## src/rtl/stby_pkg.sv

```systemverilog
package stby_pkg;

  typedef enum logic {
    ST_RUN  = 1'b0,
    ST_STBY = 1'b1
  } stby_state_e;

endpackage

```

## src/rtl/stby_wake_detect.sv

```systemverilog
module stby_wake_detect #(
  parameter int NUM_IRQ        = 6,
  parameter int WAKE_STAGES    = 1,
  parameter bit WAKE_ON_EXTREQ = 1'b0
) (
  input  logic               clk,
  input  logic               rst,
  input  logic [NUM_IRQ-1:0] irq_lines,
  input  logic               timer_irq,
  input  logic               nmi,
  input  logic               ext_req,
  output logic               wake_o
);

  logic                   any_src;
  logic [WAKE_STAGES-1:0] stage_q;

  // Pick the wake source set once at elaboration.
  generate
    if (WAKE_ON_EXTREQ) begin : g_ext_wake
      assign any_src = (|irq_lines) | timer_irq | nmi | ext_req;
    end else begin : g_no_ext_wake
      logic unused_ext;
      assign unused_ext = ext_req;
      assign any_src    = (|irq_lines) | timer_irq | nmi;
    end
  endgenerate

  // Wake path is registered on the free-running clock only.
  always_ff @(posedge clk) begin
    if (rst) begin
      stage_q <= '0;
    end else begin
      stage_q <= (stage_q << 1) | WAKE_STAGES'(any_src);
    end
  end

  assign wake_o = stage_q[WAKE_STAGES-1];

endmodule

```

## src/rtl/stby_fsm.sv

```systemverilog
module stby_fsm
  import stby_pkg::*;
(
  input  logic clk,
  input  logic rst,
  input  logic wait_wb,
  input  logic bus_idle,
  input  logic wake,
  output logic clk_en_o,
  output logic standby_o,
  output logic wait_nop_o,
  output logic irq_unmask_o
);

  stby_state_e state_q;
  logic        clk_en_q;
  logic        standby_q;
  logic        nop_q;
  logic        unmask_q;

  always_ff @(posedge clk) begin
    if (rst) begin
      state_q   <= ST_RUN;
      clk_en_q  <= 1'b1;
      standby_q <= 1'b0;
      nop_q     <= 1'b0;
      unmask_q  <= 1'b0;
    end else begin
      nop_q    <= 1'b0;
      unmask_q <= 1'b0;
      case (state_q)
        ST_RUN: begin
          if (wait_wb) begin
            if (bus_idle) begin
              state_q   <= ST_STBY;
              clk_en_q  <= 1'b0;
              standby_q <= 1'b1;
              unmask_q  <= 1'b1;
            end else begin
              nop_q <= 1'b1;
            end
          end
        end
        ST_STBY: begin
          if (wake) begin
            state_q   <= ST_RUN;
            clk_en_q  <= 1'b1;
            standby_q <= 1'b0;
          end
        end
        default: state_q <= ST_RUN;
      endcase
    end
  end

  assign clk_en_o     = clk_en_q;
  assign standby_o    = standby_q;
  assign wait_nop_o   = nop_q;
  assign irq_unmask_o = unmask_q;


  en_vs_flag_chk: assert property (@(posedge clk) disable iff (rst)
    standby_q != clk_en_q);


  enter_idle_chk: assert property (@(posedge clk) disable iff (rst)
    (clk_en_q && wait_wb && bus_idle) |=> (standby_q && !clk_en_q));


  busy_nop_chk: assert property (@(posedge clk) disable iff (rst)
    (clk_en_q && wait_wb && !bus_idle) |=> (nop_q && clk_en_q));


  unmask_entry_chk: assert property (@(posedge clk) disable iff (rst)
    unmask_q |-> (standby_q && !$past(standby_q)));


  wake_exit_chk: assert property (@(posedge clk) disable iff (rst)
    (standby_q && wake) |=> clk_en_q);


  hold_standby_chk: assert property (@(posedge clk) disable iff (rst)
    (standby_q && !wake) |=> standby_q);


  reset_run_chk: assert property (@(posedge clk)
    rst |=> (clk_en_q && !standby_q && !nop_q && !unmask_q));

endmodule

```

## src/rtl/stby_clkgate_ctrl.sv

```systemverilog
module stby_clkgate_ctrl #(
  parameter int NUM_IRQ        = 6,
  parameter int WAKE_STAGES    = 1,
  parameter bit WAKE_ON_EXTREQ = 1'b0
) (
  input  logic               clk,
  input  logic               rst_warm,
  input  logic               rst_cold,
  input  logic               wait_wb,
  input  logic               bus_idle,
  input  logic [NUM_IRQ-1:0] irq_lines,
  input  logic               timer_irq,
  input  logic               nmi,
  input  logic               ext_req,
  output logic               core_clk_en,
  output logic               standby,
  output logic               wait_nop,
  output logic               irq_unmask
);

  logic blk_rst;
  logic wake;

  // Either reset input forces the running state.
  assign blk_rst = rst_warm | rst_cold;

  stby_wake_detect #(
    .NUM_IRQ       (NUM_IRQ),
    .WAKE_STAGES   (WAKE_STAGES),
    .WAKE_ON_EXTREQ(WAKE_ON_EXTREQ)
  ) u_wake (
    .clk      (clk),
    .rst      (blk_rst),
    .irq_lines(irq_lines),
    .timer_irq(timer_irq),
    .nmi      (nmi),
    .ext_req  (ext_req),
    .wake_o   (wake)
  );

  stby_fsm u_fsm (
    .clk         (clk),
    .rst         (blk_rst),
    .wait_wb     (wait_wb),
    .bus_idle    (bus_idle),
    .wake        (wake),
    .clk_en_o    (core_clk_en),
    .standby_o   (standby),
    .wait_nop_o  (wait_nop),
    .irq_unmask_o(irq_unmask)
  );

endmodule

```

## config.mk

```make
export PLATFORM = sky130hd
export DESIGN_NAME = stby_clkgate_ctrl
export DESIGN_NICKNAME = d
export VERILOG_FILES = /design/src/rtl/stby_pkg.sv /design/src/rtl/stby_wake_detect.sv /design/src/rtl/stby_fsm.sv /design/src/rtl/stby_clkgate_ctrl.sv
export SDC_FILE = /design/constraint.sdc
export NUM_CORES = 1
export LEC_CHECK = 0
export BUFFER_PORTS_ARGS = -buffer_cell sky130_fd_sc_hd__buf_2
export CAP_MARGIN = 20
export CORE_AREA = 2 2 39 41
export DETAILED_ROUTE_END_ITERATION = 16
export DIE_AREA = 0 0 41 43
export PLACE_DENSITY_LB_ADDON = 0.05
export RECOVER_POWER = 50
export SETUP_SLACK_MARGIN = 0.15
export SLEW_MARGIN = 20
export SYNTH_ARGS = -nofsm -noshare
export SYNTH_HDL_FRONTEND = slang
export SYNTH_HIERARCHICAL = 1
export SYNTH_SLANG_ARGS = --single-unit
```

## constraint.sdc

```tcl
create_clock -name clk -period 0.9 [get_ports clk]
set_input_delay 0.27 -clock clk [delete_from_list [all_inputs] [get_ports clk]]
set_output_delay 0.27 -clock clk [all_outputs]
set_load 0.1 [all_outputs]
```

==> summary.txt <==
Critical path
  – CP max stage delay: 0.35 ns
  – Critical path endpoint category: primary output
  – Critical path origin: u_fsm/clk_en_o$_SDFFE_PP1P_
  – Cell Chain, Critical Path: buf_12
  – Worst setup SP type: register
  – Crit Path Class: register to primary output
  – Critical path arrival: approximately 0.76 ns
  – RR Startpoint: u_fsm/state_q$_SDFF_PP0_
  – CP required: 0.63 ns
  – CP bufs+invs: 1
  – Crit Path Max Fanout: 2
  – Critical path's top delay family: flip-flops
  – Critical path's slowest cell: dfxtp_4

Clock tree
  – CTS root buf: clkbuf_4
  – CTS Sinks: 6
  – Post-CTS Hold Buffers: 0
  – Clk buf depth: 2
  – CTS H-tree depth: 1
  – CTS tree: done
  – Post-CTS Setup Repair Bufs: 0
  – TritonCTS Buffers: 3
  – Clk_lat worst skew: 0.24 ns
  – Clock slew at reported path FFs: 0.04 ns

Pwr
  – Pwr/cell area: 1480 nW/µm²
  – Worst vdd ir: ~0.00073 V
  – Pleak: 0.185 nW
  – Reg power frac: 43.1%
  – Cell-internal power: 0.471 mW
  – Sw frac: a little over a quarter
  – Clk network pwr share: between 30% and 40%
  – Power Total: 0.640 mW
  – Sw Pwr: 0.168 mW
  – Logic pwr share: 18.7%

Synthesis
  – Synth Area in XOR/XNOR: 0%
  – Seq/Total Area, Yosys: approximately 54%
  – Seq cells post-synth: 6
  – Post-synth top area cell: dfxtp_1
  – Synth area leaders: dfxtp_1 54%, nand3b_4 9.0%, a21oi_1 6.7%
  – Post-synth design cell area: 223 µm²
  – Synth top area share: 53.9%
  – Simple-gate share of the synthesized area: 28.1%
  – Compound-Gate Fraction of Synth Area: between 10% and 20%
  – Synthesized net count: 34
  – Post-synthesis adder-cell area fraction: 0%
  – Largest family of logic cells by synthesized area: simple AND/OR/NAND/NOR gates
  – Netlist cell types: 11
  – Syn Area/Cell: 11.1 µm²
  – Proportion of synthesized area in mux cells: 0%
  – Yosys warns: 6
  – Gate Count Post-Synth: 20

Detailed routing
  – DR vias: 226
  – Via density: a little over 4
  – Initial DRC Count: 4
  – Total wire length: slightly above 500 µm
  – Router iterations before antenna repair: 2
  – DRC Markers: 0
  – Wire per inst: ~9.2 µm
  – Post-route antenna net violation count: 0

Floorplanning
  – Core Area: 1380 µm²
  – IO Count: 18
  – Site Rows: 14
  – Initial core utilization: 16.1%
  – Die X: 41 µm
  – Die Span Y: 43 µm
  – Die area: 1760 µm²

STA
  – Relative slew slack: 72.4%
  – Min Tclk post-route: 1.03 ns
  – RSZ-0062 raised after global routing: true
  – Hold_ws: 0.246 ns
  – Final Hold Vio Count: 0
  – Max Clock Freq: 973 MHz
  – Final WS setup: -0.128 ns
  – Setup violations, final: 4
  – Setup Skew: 0.00182 ns
  – Slew of the pin with the lowest slew margin: 0.414 ns
  – Final Max Slew Viols: 0
  – Period utilization: 114%

Layout
  – Fraction of layout cells with a size suffix above 1: ~70%
  – Final #Nets: 55
  – # diodes: 0
  – Multi-input combinational cell area: between 100 and 150 µm²
  – Reg area: around 140 µm²
  – Fillers: 147
  – Area Overhead vs Synth: 93.8%

Run status
  – Failing checks: negative setup slack
  – Status: finished, violations left

Placement
  – Port bufs: 16
  – Pre-CTS WS: -0.0411 ns
  – GP Congestion: approximately 0.65

Worst hold path
  – Min-delay src: bus_idle
  – Worst hold path class: input port to register

Global routing
  – Initial antenna violation count: 0
  – First-pass GRT wire length: 862 µm
  – Largest net degree at the start of global routing: 7
  – Number of global-route vias before repair: 221
  – Grt ovf: 0
  – All-Layer GR Usage: 7.74%

Flow run
  – Max-cap viol count: 0
## Yosys cell counts
| master | count |
|---|---|
| a21o_1 | 2 |
| nor4b_1 | 1 |
| a21bo_2 | 1 |
| dfxtp_1 | 6 |
| or2_1 | 1 |
| nor3_1 | 1 |
| nand2b_1 | 1 |
| a21oi_1 | 3 |
| nand3b_4 | 1 |
| nor4_1 | 2 |
| nand2_1 | 1 |
## final timing paths
check                                        to  slack, ns  cells past startpoint
setup reg to reg    u_fsm/clk_en_o$_SDFFE_PP1P_       0.10                      2
hold / removal      u_fsm/wait_nop_o$_SDFF_PP0_       0.25                      2
setup / recovery                    core_clk_en      -0.13                      1
hold reg to reg   u_fsm/irq_unmask_o$_SDFF_PP0_       0.45                      1
## placed cells by master, fill, tap and decap left out, drive strengths merged
cell type / instances
a21oi: 3
dfxtp: 6
nand3b: 1
nor3: 1
clkbuf: 3
a21o: 2
buf: 16
a21bo: 1
nand2: 1
nor4: 2
or2: 1
nor4b: 1
nand2b: 1
## sequential cells by signal, summed over array words and instances, names as in the netlist
signal and flops:
u_fsm/clk_en_o 1, u_fsm/irq_unmask_o 1, u_fsm/standby_o 1, u_fsm/state_q 1, u_fsm/wait_nop_o 1, u_wake/wake_o 1
## power by group through the flow
stage | logic, mW | clock network [mW] | registers [mW]
after floorplan | 0.0244 | 0 | 0.320
after global placement | 0.120 | 0 | 0.283
after detailed placement | 0.122 | 0 | 0.283
after CTS | 0.122 | 0.259 | 0.276
after global routing | 0.127 | 0.281 | 0.276
final | 0.120 | 0.244 | 0.276
## timing repair
item	in CTS	in global routing
setup endpoints to repair	7	7
gates resized for setup	2	2
pin swaps	1	0
## metal layers
| metal | up-vias | GRT usage [%] | share of wire (%) |
|---|---|---|---|
| met5 | - | 0 | 0 |
| met4 | 0 | 4.00 | 0 |
| met3 | 0 | 6.28 | 10 |
| met2 | 8 | 11.9 | 53 |
| met1 | 105 | 6.77 | 37 |
| li1 | 113 | - | - |
## cells by family (layout without fill, tap and decap cells)
logic type | Yosys count | in the layout
flops | 6 | 6
buf+inv | 0 | 19
simple gates | 8 | 8
compound gates | 6 | 6
## area by class of cell
| class | count | area share [%] |
|---|---|---|
| Timing Repair Buffer | 16 | 32.5 |
| Multi-Input combinational cell | 14 | 25.5 |
| Clock buffer | 3 | 5.22 |
| Sequential cell | 6 | 32.2 |
| Tap cell | 16 | 4.64 |
## per-stage QoR
| stage | instance area, µm² | setup TNS, ns | instances | utilization, % |
|---|---|---|---|---|
| 2_1_floorplan | 246 | -0.0344 | 20 | - |
| 3_3_place_gp | 407 | -0.0476 | 52 | 29.4 |
| 3_5_place_dp | 407 | -0.0505 | 52 | 29.4 |
| 4_1_cts | 433 | -0.537 | 55 | 31.3 |
| 5_1_grt | 432 | -0.618 | 55 | 31.2 |
| 6_report | 432 | -0.489 | 55 | 31.2 |
No activity file was read; power rests on OpenSTA's default activity.
